==> src/rtl/rsfix_pkg.sv <==
package rsfix_pkg;

    localparam int SYM_W = 12;

    typedef enum logic [2:0] {
        S_IDLE,
        S_CHECK,
        S_RD_A,
        S_WR_A,
        S_RD_B,
        S_WR_B,
        S_DONE
    } fix_state_t;

endpackage

==> src/rtl/rsfix_sym_check.sv <==
module rsfix_sym_check
    import rsfix_pkg::*;
#(
    parameter int POS_W   = 11,
    parameter int MAX_POS = 1374
) (
    input  logic             active,
    input  logic [POS_W-1:0] pos,
    input  logic [SYM_W-1:0] val,
    output logic             invalid
);

    logic beyond_end;
    logic lead_overflow;

    // A position past the last codeword symbol, or high bits on the
    // half-sized lead symbol, cannot be mapped onto the buffer.
    assign beyond_end    = pos > POS_W'(MAX_POS);
    assign lead_overflow = (pos == '0) && (val[11:8] != 4'h0);
    assign invalid       = active && (beyond_end || lead_overflow);

endmodule

==> src/rtl/rsfix_sym_map.sv <==
module rsfix_sym_map
    import rsfix_pkg::*;
#(
    parameter int POS_W  = 11,
    parameter int ADDR_W = 12
) (
    input  logic [POS_W-1:0]  pos,
    input  logic [SYM_W-1:0]  val,
    output logic [ADDR_W-1:0] addr_a,
    output logic [7:0]        mask_a,
    output logic              skip_a,
    output logic [ADDR_W-1:0] addr_b,
    output logic [7:0]        mask_b
);

    localparam int TW = POS_W + 2;

    logic [TW-1:0] triple;
    logic [TW-1:0] half;
    logic          odd;

    // Symbol p starts at bit 12p-4 of the buffer.
    assign triple = {2'b00, pos} + {1'b0, pos, 1'b0};
    assign half   = triple >> 1;
    assign odd    = pos[0];

    always_comb begin
        if (odd) begin
            addr_a = ADDR_W'(half);
            mask_a = val[11:4];
            addr_b = ADDR_W'(half + TW'(1));
            mask_b = {val[3:0], 4'h0};
        end else begin
            addr_a = ADDR_W'(half - TW'(1));
            mask_a = {4'h0, val[11:8]};
            addr_b = ADDR_W'(half);
            mask_b = val[7:0];
        end
        skip_a = (pos == '0);
    end

endmodule

==> src/rtl/rsfix_corrector.sv <==
module rsfix_corrector
    import rsfix_pkg::*;
#(
    parameter int PAGE_BYTES  = 2048,
    parameter int SPARE_BYTES = 64,
    parameter int MAX_POS     = 1374,
    parameter int POS_W       = 11,
    parameter int MAX_ERR     = 4,
    localparam int BUF_BYTES  = PAGE_BYTES + SPARE_BYTES,
    localparam int ADDR_W     = $clog2(BUF_BYTES),
    localparam int CNT_W      = $clog2(MAX_ERR + 1),
    localparam int IDX_W      = (MAX_ERR > 1) ? $clog2(MAX_ERR) : 1
) (
    input  logic                     clk,
    input  logic                     rst_n,
    input  logic                     start,
    input  logic [CNT_W-1:0]         err_cnt,
    input  logic [MAX_ERR*POS_W-1:0] err_pos,
    input  logic [MAX_ERR*SYM_W-1:0] err_val,
    output logic                     mem_rd_en,
    output logic                     mem_wr_en,
    output logic [ADDR_W-1:0]        mem_addr,
    output logic [7:0]               mem_wdata,
    input  logic [7:0]               mem_rdata,
    output logic                     done,
    output logic                     fail,
    output logic [CNT_W-1:0]         fixed_cnt
);

    fix_state_t       state_q, state_d;
    logic [IDX_W-1:0] idx_q;
    logic [CNT_W-1:0] cnt_q;
    logic [POS_W-1:0] pos_q [MAX_ERR];
    logic [SYM_W-1:0] val_q [MAX_ERR];
    logic             bad_q;

    logic [MAX_ERR-1:0] invalid_w;
    logic               request_bad;
    logic               last_entry;

    logic [ADDR_W-1:0] addr_a, addr_b;
    logic [7:0]        mask_a, mask_b;
    logic              skip_a;

    // One validity checker per entry, all judged in the same cycle.
    for (genvar i = 0; i < MAX_ERR; i++) begin : g_check
        rsfix_sym_check #(
            .POS_W   (POS_W),
            .MAX_POS (MAX_POS)
        ) u_check (
            .active  (cnt_q > CNT_W'(i)),
            .pos     (pos_q[i]),
            .val     (val_q[i]),
            .invalid (invalid_w[i])
        );
    end

    assign request_bad = (cnt_q > CNT_W'(MAX_ERR)) || (|invalid_w);
    assign last_entry  = (CNT_W'(idx_q) + CNT_W'(1)) == cnt_q;

    rsfix_sym_map #(
        .POS_W  (POS_W),
        .ADDR_W (ADDR_W)
    ) u_map (
        .pos    (pos_q[idx_q]),
        .val    (val_q[idx_q]),
        .addr_a (addr_a),
        .mask_a (mask_a),
        .skip_a (skip_a),
        .addr_b (addr_b),
        .mask_b (mask_b)
    );

    // State register and request storage.
    always_ff @(posedge clk or negedge rst_n) begin
        if (!rst_n) begin
            state_q <= S_IDLE;
            idx_q   <= '0;
            cnt_q   <= '0;
            bad_q   <= 1'b0;
            for (int i = 0; i < MAX_ERR; i++) begin
                pos_q[i] <= '0;
                val_q[i] <= '0;
            end
        end else begin
            state_q <= state_d;
            unique case (state_q)
                S_IDLE: begin
                    if (start) begin
                        cnt_q <= err_cnt;
                        idx_q <= '0;
                        bad_q <= 1'b0;
                        for (int i = 0; i < MAX_ERR; i++) begin
                            pos_q[i] <= err_pos[i*POS_W +: POS_W];
                            val_q[i] <= err_val[i*SYM_W +: SYM_W];
                        end
                    end
                end
                S_CHECK: bad_q <= request_bad;
                S_WR_B:  idx_q <= idx_q + IDX_W'(1);
                default: ;
            endcase
        end
    end

    // Next state and outputs.
    always_comb begin
        state_d   = state_q;
        mem_rd_en = 1'b0;
        mem_wr_en = 1'b0;
        mem_addr  = '0;
        mem_wdata = '0;
        done      = 1'b0;
        fail      = 1'b0;
        fixed_cnt = '0;
        unique case (state_q)
            S_IDLE: begin
                if (start) state_d = S_CHECK;
            end
            S_CHECK: begin
                state_d = (request_bad || cnt_q == '0) ? S_DONE : S_RD_A;
            end
            S_RD_A: begin
                mem_rd_en = !skip_a;
                mem_addr  = addr_a;
                state_d   = skip_a ? S_RD_B : S_WR_A;
            end
            S_WR_A: begin
                mem_wr_en = 1'b1;
                mem_addr  = addr_a;
                mem_wdata = mem_rdata ^ mask_a;
                state_d   = S_RD_B;
            end
            S_RD_B: begin
                mem_rd_en = 1'b1;
                mem_addr  = addr_b;
                state_d   = S_WR_B;
            end
            S_WR_B: begin
                mem_wr_en = 1'b1;
                mem_addr  = addr_b;
                mem_wdata = mem_rdata ^ mask_b;
                state_d   = last_entry ? S_DONE : S_RD_A;
            end
            S_DONE: begin
                done      = 1'b1;
                fail      = bad_q;
                fixed_cnt = bad_q ? '0 : cnt_q;
                state_d   = S_IDLE;
            end
            default: state_d = S_IDLE;
        endcase
    end

    AST_WR_FOLLOWS_RD: assert property (@(posedge clk) disable iff (!rst_n)
        mem_wr_en |-> ($past(mem_rd_en) && mem_addr == $past(mem_addr)));
    AST_PORT_EXCL: assert property (@(posedge clk) disable iff (!rst_n)
        $onehot0({mem_rd_en, mem_wr_en}));
    AST_NO_WR_ON_FAIL: assert property (@(posedge clk) disable iff (!rst_n)
        mem_wr_en |-> !bad_q);
    AST_DONE_PULSE: assert property (@(posedge clk) disable iff (!rst_n)
        done |=> !done);
    AST_FAIL_ZERO_CNT: assert property (@(posedge clk) disable iff (!rst_n)
        (done && fail) |-> (fixed_cnt == '0));
    AST_CNT_RANGE: assert property (@(posedge clk) disable iff (!rst_n)
        (done && !fail) |-> (fixed_cnt <= CNT_W'(MAX_ERR)));
    AST_IGNORE_START: assert property (@(posedge clk) disable iff (!rst_n)
        (state_q != S_IDLE && state_q != S_DONE) |=> $stable(cnt_q));

endmodule

==> config.mk <==
export PLATFORM = sky130hd
export DESIGN_NAME = rsfix_corrector
export DESIGN_NICKNAME = d
export VERILOG_FILES = /design/src/rtl/rsfix_pkg.sv /design/src/rtl/rsfix_sym_check.sv /design/src/rtl/rsfix_sym_map.sv /design/src/rtl/rsfix_corrector.sv
export SDC_FILE = /design/constraint.sdc
export NUM_CORES = 1
export LEC_CHECK = 0
export CORE_MARGIN = 2
export CORE_UTILIZATION = 30
export CTS_CLUSTER_SIZE = 40
export DETAILED_ROUTE_END_ITERATION = 12
export PLACE_DENSITY = 0.55
export SLEW_MARGIN = 20
export SYNTH_ARGS = -nofsm -noshare
export SYNTH_HDL_FRONTEND = slang
export SYNTH_HIERARCHICAL = 1
export SYNTH_SLANG_ARGS = --single-unit
==> constraint.sdc <==
create_clock -name clk -period 5.8 [get_ports clk]
set_input_delay 1.45 -clock clk [delete_from_list [all_inputs] [get_ports clk]]
set_output_delay 1.45 -clock clk [all_outputs]
set_load 0.02 [all_outputs]
==> impl_metrics.env, run 1 <==
export IMPL_vias=4914
export IMPL_core_rowCount=54
export IMPL_tritoncts="built"
export IMPL_area_delta_synth_final_pct=29.32
export IMPL_die_h_um=153.2
export IMPL_io_pins=133
export IMPL_relSlewSlack=0.3782
export IMPL_skew_ns=0.004447
export IMPL_reg2reg_depth=4
export IMPL_whs_ns=0.4887
export IMPL_firstDrtPassIters=4
export IMPL_worstSetupStartpointType="register"
export IMPL_start_util=0.3060
export IMPL_synthArstFlopShare=1.000
export IMPL_drv_cap=0
export IMPL_finalNetCount=816
export IMPL_drive_above_1_share=0.2219
export IMPL_clockBufferDepth=2
export IMPL_critical_path_endpoint="mem_addr[8]"
export IMPL_slowest_delay_ns=0.60
export IMPL_reg2reg_to="val_q[47]$_DFFE_PN0P_"
export IMPL_cts_root_buf="clkbuf_16"
export IMPL_netlist_instances=567
export IMPL_clock_latency_ns=0.35
export IMPL_cp_depth=11
export IMPL_grt_max_degree=63
export IMPL_r2r_start="state_q[0]$_DFFE_PN0P_"
export IMPL_wl_per_cell_um=18.08
export IMPL_ys_seq_area_frac=0.3785
export IMPL_fin_crit_sh=0.9648
export IMPL_grt_pass1_wl_um=28770
export IMPL_synth_edff_count=0
export IMPL_drc=0
export IMPL_crit_type="register to output port"
export IMPL_syn_cell_area_sq_mm=0.006678
export IMPL_holdPathStages=1
export IMPL_status="finished clean"
export IMPL_grt_overflow=0
export IMPL_clk_pin_slew_ns=0.07
export IMPL_grt_antenna_before_repair=3
export IMPL_worstHoldPathType="register to register"
export IMPL_crit_buf_inv=1
export IMPL_coreArea_sq_mm=0.02182
export IMPL_hold_viol_final=0
export IMPL_routed_wl_um=17640
export IMPL_report_final_setup_viol=0
export IMPL_ant_nets=0
export IMPL_crit_path_start="idx_q[0]$_DFFE_PN0P_"
export IMPL_dpl_hpwl_um=13780
export IMPL_clock_fmax_mhz=178.7
export IMPL_syn_avg_cell_area_sq_um=11.78
export IMPL_crit_fanout=4
export IMPL_ys_ff_latch=101
export IMPL_drt_vias_per_instance=5.035
export IMPL_required_ns=4.35
export IMPL_drtIter0Drc=220
export IMPL_dieWidth_um=153.2
export IMPL_htree_num_levels=3
export IMPL_path_delay_family="compound AO/OA/AOI/OAI gates"
export IMPL_cts_made_buffers=9
export IMPL_post_cts_buffers=0
export IMPL_grt_pass1_vias=5283
export IMPL_worst_pin_slew_ns=0.9326
export IMPL_io_buffers=132
export IMPL_crit_top_cell="nor2_1"
export IMPL_crit_slowest_cell="clkdlybuf4s50_1"
export IMPL_cp_arrival_ns=4.15
export IMPL_grt_usage=0.1549
export IMPL_drv_slew=0
export IMPL_cts_sinks=101
export IMPL_r2r_slack_ns=3.10
export IMPL_die_area_sq_mm=0.02347
export IMPL_hold_buffers=0
export IMPL_ys_warnings_count=6
export IMPL_yosys_most_used_dff="dfrtp_1"
export IMPL_ys_types=67
export IMPL_endpoint_kind="output port"
export IMPL_fin_crit_ns=5.596
export IMPL_syn_num_nets=694
export IMPL_gp_congestion=0.8495
export IMPL_worstPathCellList="mux4_2 > ha_1 > fa_1 > a211oi_2 > nor2_1 > o311ai_2 > nand4_1 > nor2_1 > xnor2_1 > a22o_1 > clkdlybuf4s50_1"
## worst min path at each step
stage / startpoint / end / slack, ns
after floorplan: val_q[26]$_DFFE_PN0P_ / val_q[26]$_DFFE_PN0P_ / 0.45
after global placement: val_q[26]$_DFFE_PN0P_ / val_q[26]$_DFFE_PN0P_ / 0.47
after CTS: val_q[26]$_DFFE_PN0P_ / val_q[26]$_DFFE_PN0P_ / 0.49
final: val_q[27]$_DFFE_PN0P_ / val_q[27]$_DFFE_PN0P_ / 0.49
after detailed placement: val_q[26]$_DFFE_PN0P_ / val_q[26]$_DFFE_PN0P_ / 0.48
after global routing: val_q[36]$_DFFE_PN0P_ / val_q[36]$_DFFE_PN0P_ / 0.51
## cell usage in the layout, fill, tap and decap left out, drive strengths merged, types with 8 or more instances in the layout
cell type and n:
a22o 12, a21oi 20, nor2b 17, nand4 8, xnor2 31, ha 20, inv 19, nand3 12
xor2 11, mux4 23, clkbuf 10, nor4 14, clkdlybuf4s50 127, mux2 103, dfrtp 101, o21ai 11
nand2 8, nor2 15, and2 16, o22ai 8, buf 14
## cell families (layout without fill, tap and decap cells)
group	Yosys count	after routing	share of synthesized area
AOI/OAI and AO/OA	86	86	0.09294
xor gates and xnor gates	42	42	0.05509
adders and majority gates	21	21	0.04047
buffers and inverters	51	178	0.04066
DFF	101	101	0.3785
muxes	128	128	0.2543
other	0	2	0
and+or+nand+nor	138	138	0.1381
## metrics by stage
stage,area (sq um),setup TNS (ns),util,instances,setup slack [ns]
3_5_place_dp,8249,0,0.3780,958,0.2381
2_1_floorplan,6678,0,-,567,0.7359
5_1_grt,8636,-0.01039,0.3957,976,-0.01039
6_report,8636,0,0.3957,976,0.2044
3_3_place_gp,8249,0,0.3780,958,0.3839
4_1_cts,8552,0,0.3919,974,0.01847
## synthesized netlist by cell type (5+ instances only)
library cell	instances	area, sq um
dfrtp_1	101	2527
mux2_2	64	720.7
mux2_1	39	439.2
xnor2_1	31	271.5
mux4_2	23	518.0
a21oi_1	20	100.1
ha_1	20	250.2
inv_1	17	63.81
nor2b_1	17	106.4
and2_1	16	100.1
clkbuf_1	16	60.06
nor2_1	14	52.55
a22o_1	12	105.1
nand3_1	12	60.06
xor2_1	11	96.34
nor4_1	9	56.30
nand2_1	8	30.03
nand4_1	8	50.05
o22ai_1	8	50.05
buf_2	7	35.03
nor3_1	7	35.03
nand4b_1	6	52.55
o21ai_0	6	30.03
buf_4	5	37.54
nand2b_1	5	31.28
nor4_2	5	62.56
o21ai_1	5	25.02
## registers in the layout, summed over array words and instances, names as in the netlist
| signal | cells |
|---|---|
| idx_q | 2 |
| pos_q | 44 |
| state_q | 3 |
| bad_q | 1 |
| cnt_q | 3 |
| val_q | 48 |
## what timing repair did
item	in CTS	in global routing
endpoints found under the hold margin	0	0
pin swaps	1	3
setup endpoints to repair	2	6
resized for setup	3	17
## area by class of cell
| type | instances | area [sq um] |
|---|---|---|
| clock inverter | 6 | 70.07 |
| inverter | 17 | 63.81 |
| fill | 2087 | 13190 |
| sequential | 101 | 2529 |
| multi-input combinational | 415 | 3950 |
| clock buffer | 10 | 229.0 |
| timing repair buffer | 145 | 1439 |
| antenna | 2 | 5.005 |
| tap | 280 | 350.3 |
## metal layers
metal  GRT usage  part of all wire
met1      0.2091              0.46
met2      0.2470              0.47
met3     0.02750             0.039
met4     0.06173             0.022
met5           0           0.00096
Power of run 1 is not shown: default switching activity piles up to over one toggle a cycle in this logic, so the estimate is an artifact.
==> inputs of run 2 (changes only) <==
--- a/config.mk
+++ b/config.mk
@@ -7,9 +7,11 @@
 export LEC_CHECK = 0
 export CORE_MARGIN = 2
 export CORE_UTILIZATION = 30
+export CTS_CLUSTER_DIAMETER = 60
 export CTS_CLUSTER_SIZE = 40
 export DETAILED_ROUTE_END_ITERATION = 12
-export PLACE_DENSITY = 0.55
+export MAX_ROUTING_LAYER = met4
+export PLACE_DENSITY = 0.61
 export SLEW_MARGIN = 20
 export SYNTH_ARGS = -nofsm -noshare
 export SYNTH_HDL_FRONTEND = slang
==> impl_metrics.env, run 2 (synthesis gave the netlist of run 1 again) <==
export IMPL_crit_type="register to output port"
export IMPL_grt_antenna_before_repair=1
export IMPL_final_common_cell="clkdlybuf4s50_1"
export IMPL_area_delta_synth_final_pct=28.84
export IMPL_post_cts_buffers=0
export IMPL_crit_top_cell="nor4b_2"
export IMPL_drtIter0Drc=235
export IMPL_min_from="val_q[29]$_DFFE_PN0P_"
export IMPL_routed_wl_um=17240
export IMPL_drt_vias_per_instance=5.023
export IMPL_grt_pass1_wl_um=27720
export IMPL_worstSetupStartpointType="register"
export IMPL_report_final_setup_viol=0
export IMPL_drive_above_1_share=0.2139
export IMPL_required_ns=4.35
export IMPL_top_register="val_q"
export IMPL_grt_overflow=0
export IMPL_drv_slew=0
export IMPL_rsz0062_at_grt="false"
export IMPL_vias=4887
export IMPL_grt_max_degree=65
export IMPL_clock_fmax_mhz=182.5
export IMPL_io_pins=133
export IMPL_setup_tns_final_ns=0
export IMPL_firstDrtPassIters=5
export IMPL_cts_made_buffers=9
export IMPL_cts_sinks=101
export IMPL_slowest_delay_ns=0.58
export IMPL_clock_latency_ns=0.35
export IMPL_fin_crit_sh=0.9445
export IMPL_die_h_um=153.2
export IMPL_crit_slowest_cell="mux4_2"
export IMPL_r2r_start="state_q[0]$_DFFE_PN0P_"
export IMPL_io_buffers=132
export IMPL_ant_nets=0
export IMPL_r2r_slack_ns=3.23
export IMPL_largest_reg_flops=48
export IMPL_final_cell_mix="clkdlybuf4s50_1 (126), dfrtp_1 (100), mux2_2 (64)"
export IMPL_htree_num_levels=3
export IMPL_core_rowCount=54
export IMPL_cts_root_buf="clkbuf_16"
export IMPL_nFillCells=2115
export IMPL_endpoint_kind="output port"
export IMPL_holdPathStages=1
export IMPL_hold_end="val_q[29]$_DFFE_PN0P_"
export IMPL_dpl_hpwl_um=13200
export IMPL_grt_pass1_vias=5090
export IMPL_reg2reg_depth=4
export IMPL_cp_arrival_ns=4.03
export IMPL_worstPathCellList="mux4_2 > ha_1 > fa_1 > a211oi_2 > nor2_1 > nor4b_2 > buf_4 > nand4_1 > nor4b_2 > xnor2_1 > a22o_1 > dlygate4sd2_1"
export IMPL_reg_top3="val_q: 48 flops, pos_q: 44 flops"
export IMPL_skew_ns=0.009064
export IMPL_start_util=0.3060
export IMPL_grt_usage=0.1540
export IMPL_dieWidth_um=153.2
export IMPL_drc=0
export IMPL_fin_crit_ns=5.478
export IMPL_die_area_sq_mm=0.02347
export IMPL_drv_cap=0
export IMPL_clk_pin_slew_ns=0.07
export IMPL_crit_fanout=4
export IMPL_status="finished clean"
export IMPL_reg2reg_to="pos_q[42]$_DFFE_PN0P_"
export IMPL_worst_pin_slew_ns=0.8405
export IMPL_worstHoldPathType="register to register"
export IMPL_wl_per_cell_um=17.72
export IMPL_gp_congestion=0.8259
export IMPL_hold_viol_final=0
export IMPL_tritoncts="built"
export IMPL_clockBufferDepth=2
export IMPL_coreArea_sq_mm=0.02182
export IMPL_relSlewSlack=0.4385
export IMPL_finalNetCount=814
run 2: worst max-delay path by stage:
stage,cells past startpoint,to,from,slack [ns]
after global routing,10,mem_addr[4],idx_q[0]$_DFFE_PN0P_,0.02
after global placement,11,mem_addr[11],idx_q[0]$_DFFE_PN0P_,0.40
after detailed placement,12,mem_addr[11],idx_q[0]$_DFFE_PN0P_,0.30
after floorplan,12,mem_addr[11],idx_q[0]$_DFFE_PN0P_,0.74
after CTS,12,mem_addr[10],idx_q[0]$_DFFE_PN0P_,0.05
final,12,mem_addr[11],idx_q[0]$_DFFE_PN0P_,0.32
run 2: repair_timing:
action	in CTS	in global routing
hold buffers	0	0
gates resized for setup	3	15
endpoints found under the hold margin	0	0
endpoints found under the setup margin	2	5
pin swaps	0	1
run 2: area by class of cell:
type / instances / area [sq um] / share of cell area
clock inverter: 5 / 58.81 / 0.006835
sequential: 101 / 2529 / 0.2939
multi-input combinational: 415 / 3940 / 0.4580
timing repair buffer: 143 / 1426 / 0.1658
clock buffer: 11 / 232.7 / 0.02705
tap: 280 / 350.3 / 0.04072
inverter: 17 / 63.81 / 0.007417
antenna: 1 / 2.502 / 0.0002909
run 2: routing by layer:
| metal | vias up | share of wire | track usage |
|---|---|---|---|
| met2 | 92 | 0.48 | 0.2472 |
| met5 | - | 0 | - |
| met1 | 2430 | 0.47 | 0.2020 |
| li1 | 2355 | - | - |
| met4 | 0 | 0.0097 | 0.03660 |
| met3 | 10 | 0.036 | 0.02920 |
run 2: worst max-delay path, delay by kind of cell, from the launching register on:
kind	cells	cell delay, ns
AND/OR/NAND/NOR	4	0.91
adder cells (fa/ha/maj)	2	0.73
multiplexers	1	0.58
buffers and inverters	2	0.50
flip-flops	1	0.42
AO/OA/AOI/OAI	2	0.38
XOR/XNOR	1	0.15
run 2: through the flow:
stage	hold WS (ns)	instance area, sq um	util	cells	setup WS (ns)
6_report	0.4841	8603	0.3942	973	0.3220
5_1_grt	0.4941	8603	0.3942	973	0.02443
4_1_cts	0.4900	8529	0.3908	972	0.04565
3_5_place_dp	0.4744	8234	0.3773	956	0.2967
3_3_place_gp	0.4668	8234	0.3773	956	0.4028
2_1_floorplan	0.4532	6678	-	567	0.7359
Power of run 2 is left out for the same reason.
